<file path="config.mk">
export PLATFORM = sky130hd
export DESIGN_NAME = bt656_stream_gen
export DESIGN_NICKNAME = d
export VERILOG_FILES = /design/src/rtl/bt656_pkg.sv /design/src/rtl/bt656_timing.sv /design/src/rtl/bt656_fmt.sv /design/src/rtl/bt656_stream_gen.sv
export SDC_FILE = /design/constraint.sdc
export NUM_CORES = 1
export LEC_CHECK = 0
export ABC_AREA = 1
export BUFFER_PORTS_ARGS = -buffer_cell sky130_fd_sc_hd__buf_2
export CAP_MARGIN = 20
export CORE_ASPECT_RATIO = 1.4
export CORE_UTILIZATION = 60
export DETAILED_ROUTE_END_ITERATION = 12
export GPL_ROUTABILITY_DRIVEN = 0
export HOLD_SLACK_MARGIN = 0.15
export PLACE_DENSITY = 0.81
export SETUP_SLACK_MARGIN = 0.4
export SLEW_MARGIN = 10
export SYNTH_ARGS = -nofsm -noshare
export SYNTH_HDL_FRONTEND = slang
export SYNTH_SLANG_ARGS = --single-unit
</file>
<file path="constraint.sdc">
create_clock -name clk -period 4.65 [get_ports clk]
set_clock_uncertainty 0.05 [all_clocks]
set_input_delay 1.395 -clock clk [delete_from_list [all_inputs] [get_ports clk]]
set_output_delay 1.395 -clock clk [all_outputs]
set_load 0.02 [all_outputs]
</file>
<file path="src/rtl/bt656_pkg.sv">
package bt656_pkg;

   localparam logic [7:0] BLK_CHROMA = 8'h80;
   localparam logic [7:0] BLK_LUMA   = 8'h10;
   localparam logic [7:0] TRS_LEAD   = 8'hFF;
   localparam logic [7:0] TRS_ZERO   = 8'h00;

   typedef enum logic [1:0] {
      RG_EAV  = 2'd0,
      RG_HBLK = 2'd1,
      RG_SAV  = 2'd2,
      RG_ACT  = 2'd3
   } region_t;

   typedef struct packed {
      logic [7:0] cb;
      logic [7:0] y0;
      logic [7:0] cr;
      logic [7:0] y1;
   } pix_pair_t;

   function automatic logic [7:0] trs_xy(input logic f, input logic v, input logic h);
      return {1'b1, f, v, h, v ^ h, f ^ h, f ^ v, f ^ v ^ h};
   endfunction

endpackage

</file>
<file path="src/rtl/bt656_timing.sv">
module bt656_timing
   import bt656_pkg::*;
#(
   parameter int WORDS      = 1716,
   parameter int ACT_WORDS  = 1440,
   parameter int LINES      = 525,
   parameter int F0_FIRST   = 4,
   parameter int F0_LAST    = 265,
   parameter int VA_LAST    = 19,
   parameter int VB_FIRST   = 264,
   parameter int VB_LAST    = 282,
   parameter bit INTERLACED = 1'b1
) (
   input  logic    clk,
   input  logic    rst_n,
   output region_t region,
   output logic [1:0] sub,
   output logic    odd,
   output logic    fld,
   output logic    vblk
);
   localparam int WW        = $clog2(WORDS);
   localparam int LW        = $clog2(LINES + 1);
   localparam int ACT_START = WORDS - ACT_WORDS;
   localparam int SAV_START = ACT_START - 4;

   logic [WW-1:0] word_q;
   logic [LW-1:0] line_q;

   always_ff @(posedge clk or negedge rst_n) begin
      if (!rst_n) begin
         word_q <= '0;
         line_q <= LW'(1);
      end else if (word_q == WW'(WORDS - 1)) begin
         word_q <= '0;
         line_q <= (line_q == LW'(LINES)) ? LW'(1) : line_q + LW'(1);
      end else begin
         word_q <= word_q + WW'(1);
      end
   end

   always_comb begin
      if (word_q < WW'(4))                region = RG_EAV;
      else if (word_q < WW'(SAV_START))   region = RG_HBLK;
      else if (word_q < WW'(ACT_START))   region = RG_SAV;
      else                                region = RG_ACT;
   end

   assign sub  = word_q[1:0];
   assign odd  = word_q[0];
   assign vblk = (line_q <= LW'(VA_LAST)) ||
                 ((line_q >= LW'(VB_FIRST)) && (line_q <= LW'(VB_LAST)));

   generate
      if (INTERLACED) begin : g_fld
         assign fld = !((line_q >= LW'(F0_FIRST)) && (line_q <= LW'(F0_LAST)));
      end else begin : g_prog
         assign fld = 1'b0;
      end
   endgenerate

endmodule

</file>
<file path="src/rtl/bt656_fmt.sv">
module bt656_fmt
   import bt656_pkg::*;
(
   input  logic       clk,
   input  logic       rst_n,
   input  region_t    region,
   input  logic [1:0] sub,
   input  logic       odd,
   input  logic       fld,
   input  logic       vblk,
   input  logic       pix_valid,
   input  logic [31:0] pix_data,
   output logic       pix_ready,
   output logic [7:0] vid_data
);
   pix_pair_t  in_pair, hold_q;
   logic       have_q;
   logic [7:0] nxt;

   assign in_pair   = pix_pair_t'(pix_data);
   assign pix_ready = (region == RG_ACT) && !vblk && (sub == 2'd0);

   always_comb begin
      unique case (region)
         RG_EAV, RG_SAV: begin
            unique case (sub)
               2'd0:    nxt = TRS_LEAD;
               2'd3:    nxt = trs_xy(fld, vblk, region == RG_EAV);
               default: nxt = TRS_ZERO;
            endcase
         end
         RG_ACT: begin
            if (vblk) begin
               nxt = odd ? BLK_LUMA : BLK_CHROMA;
            end else begin
               unique case (sub)
                  2'd0:    nxt = pix_valid ? in_pair.cb : BLK_CHROMA;
                  2'd1:    nxt = have_q ? hold_q.y0 : BLK_LUMA;
                  2'd2:    nxt = have_q ? hold_q.cr : BLK_CHROMA;
                  default: nxt = have_q ? hold_q.y1 : BLK_LUMA;
               endcase
            end
         end
         default: nxt = odd ? BLK_LUMA : BLK_CHROMA;
      endcase
   end

   always_ff @(posedge clk or negedge rst_n) begin
      if (!rst_n) begin
         vid_data <= BLK_LUMA;
         have_q   <= 1'b0;
         hold_q   <= '0;
      end else begin
         vid_data <= nxt;
         if (pix_ready) begin
            have_q <= pix_valid;
            if (pix_valid) hold_q <= in_pair;
         end
      end
   end

endmodule

</file>
<file path="src/rtl/bt656_stream_gen.sv">
module bt656_stream_gen
   import bt656_pkg::*;
#(
   parameter int WORDS      = 1716,
   parameter int ACT_PIX    = 720,
   parameter int LINES      = 525,
   parameter int F0_FIRST   = 4,
   parameter int F0_LAST    = 265,
   parameter int VA_LAST    = 19,
   parameter int VB_FIRST   = 264,
   parameter int VB_LAST    = 282,
   parameter bit INTERLACED = 1'b1
) (
   input  logic        clk,
   input  logic        rst_n,
   input  logic        pix_valid,
   input  logic [31:0] pix_data,
   output logic        pix_ready,
   output logic [7:0]  vid_data
);
   localparam int ACT_WORDS = 2 * ACT_PIX;

   generate
      if ((WORDS % 4) != 0 || (ACT_WORDS % 4) != 0) begin : g_bad_align
         $error("line and active lengths must be multiples of four words");
      end
      if (ACT_WORDS + 8 >= WORDS) begin : g_bad_blank
         $error("no room for timing codes and blanking");
      end
      if (VB_LAST > LINES || F0_LAST > LINES || VA_LAST >= VB_FIRST) begin : g_bad_lines
         $error("line ranges outside the frame");
      end
   endgenerate

   region_t    region;
   logic [1:0] sub;
   logic       odd, fld, vblk;

   bt656_timing #(
      .WORDS(WORDS), .ACT_WORDS(ACT_WORDS), .LINES(LINES),
      .F0_FIRST(F0_FIRST), .F0_LAST(F0_LAST), .VA_LAST(VA_LAST),
      .VB_FIRST(VB_FIRST), .VB_LAST(VB_LAST), .INTERLACED(INTERLACED)
   ) u_timing (
      .clk(clk), .rst_n(rst_n), .region(region), .sub(sub),
      .odd(odd), .fld(fld), .vblk(vblk)
   );

   bt656_fmt u_fmt (
      .clk(clk), .rst_n(rst_n), .region(region), .sub(sub), .odd(odd),
      .fld(fld), .vblk(vblk), .pix_valid(pix_valid), .pix_data(pix_data),
      .pix_ready(pix_ready), .vid_data(vid_data)
   );

endmodule

</file>
==> summary.md <==
| Metric | Value |
|---|---|
| Status | `finished clean` |
| Top Layer Used | `met4` |
| Post-Syn Nets | `454` |
| Mapped Area | `0.00320 sq mm` |
| Fmax | `304 MHz` |
| Hold depth | `2` |
| DR WL met2 | `3960 um` |
| Pleak | `1.86 nW` |
| Final #Nets | `493` |
| Worst reg2reg startpoint | `u_timing.word_q[0]$_DFF_PN0_` |
| Die height | `88.4 um` |
| Worst min-delay path class | `reg -> reg` |
| Die area | `0.00563 sq mm` |
| Reg2reg path depth | `8` |
| Post-CTS Resized | `0` |
| Final Cycle Share | `0.708` |
| Min-delay src | `u_fmt.hold_q[10]$_DFFE_PN0P_` |
| Initial antenna violation count | `0` |
| Seq/Total Area, Yosys | `0.423` |
| CP startpoint kind | `flop` |
| Worst r2r dst | `u_timing.word_q[10]$_DFF_PN0_` |
| WL met1 | `2940 um` |
| H-Tree Depth | `2` |
| Wire length on met3 | `286 um` |
| Clk root buf | `clkbuf_8` |
| Setup CP Type | `reg -> out` |
| Max_slew headroom | `0.570` |
| Slew @ Worst Pin | `0.645 ns` |
| Antenna Nets Post-Route | `0` |
| Hpwl dp | `5580 um` |
| Initial Util | `0.620` |
| Setup TNS | `0 ns` |
| Data required time of the critical path | `3.20 ns` |
| Flop pwr share | `0.578` |
| RSZ-0062 raised after global routing | `false` |
| Switch Pwr | `0.000173 W` |
| Wirelength per Cell | `14.2 um` |
| N_diodes | `0` |
| Fill count | `465` |
| Overall routing resource usage | `0.282` |
| Grt total ovfl | `0` |
| Largest net degree at the start of global routing | `30` |
| Worst-path clk slew | `0.10 ns` |
| CTS Buf Count | `5` |
| Number of global-route vias before repair | `2764` |
| CP arrival | `1.85 ns` |
| CP Capture Type | `primary output` |
| Syn. warnings | `0` |
| Max-slew violation count | `0` |
| Pre-antenna DRT Iters | `5` |
| Switching share of power | `0.213` |
| Area Growth Syn to Fin | `10.1%` |
| Die outline width | `63.7 um` |
| Combinational Power Share | `0.030` |
| Fin cells | `517` |
| P per Cell Area | `230 mW/mm^2` |
| Cts-stage hold buffer count | `0` |
| Yosys cell types | `34` |
| Io pins | `44` |
| Core Util, Final | `0.683` |
| CTS tree | `done` |
| Tmin final | `3.29 ns` |
| Vias post-DR | `2893` |
| Clock sink count | `54` |
| CTS Buffer Depth | `2` |
| DRC violations left | `0` |
| Worst Path Max Fanout | `8` |
| Final hold viol count | `0` |
| Pre-CTS worst setup slack | `1.72 ns` |
| Syn Area/Cell | `7.78 sq um` |
| Final setup fails | `0` |
| Vias/cell | `5.60` |
| Clk_lat worst skew | `0.31 ns` |
| Max_cap viols | `0` |
| VDD IR max | `198 uV` |
| Drt initial violations | `258` |
| Row cnt | `31` |
| Layout cells sized above 1 | `0.184` |
| Cell Int Power | `0.000639 W` |
| Syn Inst Count | `411` |
| Port Buffers | `43` |
| First-pass GRT wire length | `12300 um` |
| Routed wire length | `7340 um` |
| Min-Delay Endpoint | `u_fmt.hold_q[10]$_DFFE_PN0P_` |
| Clock network power share | `0.391` |
| Inst Count DP | `509` |
| Seq cells post-synth | `54` |
| Post-CTS setup repair buffer count | `0` |
| Placeable Area | `0.00516 sq mm` |
| Setup slack after layout | `1.36 ns` |
| Flop-to-flop setup slack | `2.15 ns` |
[critical path, stage by stage (launching register included)]
cell and delay, ns:
dfrtp_1 0.46, nor2_1 0.21, nand3_1 0.13, nand2_1 0.10, nand2_1 0.07, nand3_2 0.16, nand2_4 0.09, nor2_1 0.13
buf_2 0.19
[cell usage in the layout, fill, tap and decap left out, drive strengths merged]
| master | n |
|---|---|
| dfstp | 2 |
| dfrtp | 52 |
| nor2 | 30 |
| inv | 40 |
| a211oi | 1 |
| ha | 8 |
| nand2 | 127 |
| nand4 | 8 |
| o22ai | 1 |
| o211ai | 3 |
| a221oi | 2 |
| clkbuf | 5 |
| o21ai | 21 |
| clkinv | 2 |
| buf | 45 |
| xor2 | 10 |
| a31oi | 1 |
| o31ai | 3 |
| nand3 | 48 |
| a21oi | 18 |
| bufinv | 1 |
| a41oi | 4 |
| nor4 | 7 |
| nor3 | 12 |
[per-layer routing]
metal  GRT usage  vias up
met5           0        -
met4       0.132        0
met3      0.0361       11
met2       0.524       78
met1       0.320     1369
li1            -     1435
[state kept, by name (all words and copies together), names as in the netlist]
| signal | flops |
|---|---|
| u_timing.line_q | 10 |
| u_fmt.vid_data | 8 |
| u_timing.word_q | 11 |
| u_fmt.hold_q | 24 |
| u_fmt.have_q | 1 |
[cells by family after synthesis]
family | after synthesis | share of synthesized area
simple gates | 232 | 0.340
compound gates | 54 | 0.0990
flops | 54 | 0.423
buf+inv | 53 | 0.0786
xor+xnor | 10 | 0.0274
fa+ha+maj | 8 | 0.0313
[worst max-delay path by stage]
stage / slack (ns) / to / start
floorplan: 1.85 / pix_ready / u_timing.line_q[0]$_DFFE_PN1P_
global placement: 1.75 / u_fmt.vid_data[1]$_DFF_PN0_ / pix_valid
detailed placement: 1.72 / u_fmt.vid_data[1]$_DFF_PN0_ / pix_valid
CTS: 1.38 / pix_ready / u_timing.line_q[6]$_DFFE_PN0P_
global route: 1.16 / pix_ready / u_timing.line_q[5]$_DFFE_PN0P_
finish: 1.36 / pix_ready / u_timing.line_q[5]$_DFFE_PN0P_
[cells in the mapped netlist]
cell / number / share of area
a211oi_1: 1 / 0.0023
a21oi_1: 17 / 0.027
a21oi_2: 1 / 0.0027
a221oi_1: 2 / 0.0055
a31oi_1: 1 / 0.0020
a41oi_1: 4 / 0.011
buf_12: 1 / 0.0063
buf_2: 3 / 0.0047
buf_4: 2 / 0.0047
buf_8: 2 / 0.0094
clkbuf_1: 5 / 0.0059
dfrtp_1: 52 / 0.41
dfstp_2: 2 / 0.016
ha_1: 8 / 0.031
inv_1: 35 / 0.041
inv_2: 4 / 0.0047
inv_4: 1 / 0.0020
nand2_1: 119 / 0.14
nand2_2: 5 / 0.0098
nand2_4: 3 / 0.011
nand3_1: 37 / 0.058
nand3_2: 11 / 0.034
nand4_1: 8 / 0.016
nor2_1: 28 / 0.033
nor2_2: 1 / 0.0020
nor2_4: 1 / 0.0035
nor3_1: 11 / 0.017
nor3_2: 1 / 0.0031
nor4_1: 7 / 0.014
o211ai_1: 3 / 0.0070
o21ai_0: 21 / 0.033
o22ai_1: 1 / 0.0020
o31ai_1: 3 / 0.0070
xor2_1: 10 / 0.027
[stage by stage]
step,power (W),hold slack (ns),instance area (sq um)
final,0.000811,0.430,3520
after global routing,0.000836,0.445,3520
after CTS,0.000818,0.433,3520
after detailed placement,0.000504,0.410,3410
after global placement,0.000504,0.405,3410
after floorplan,0.000479,0.387,3200
[layout make-up]
class,instances,area [sq um],share of cell area
inverter,40,153,0.0434
multi-input combinational,304,1590,0.452
clock inverter,3,40.0,0.0114
clock buffer,5,68.8,0.0195
timing repair buffer,45,230,0.0654
sequential,54,1350,0.385
tap,66,82.6,0.0235
[power groups by stage]
stage | Combinational [W] | Clock, W | Sequential (W)
floorplan | 0.000000297 | 0 | 0.000479
detailed placement | 0.0000252 | 0 | 0.000478
CTS | 0.0000252 | 0.000323 | 0.000469
global route | 0.0000278 | 0.000339 | 0.000469
finish | 0.0000245 | 0.000318 | 0.000469
global placement | 0.0000250 | 0 | 0.000478
No activity file was read; power rests on OpenSTA's default activity.
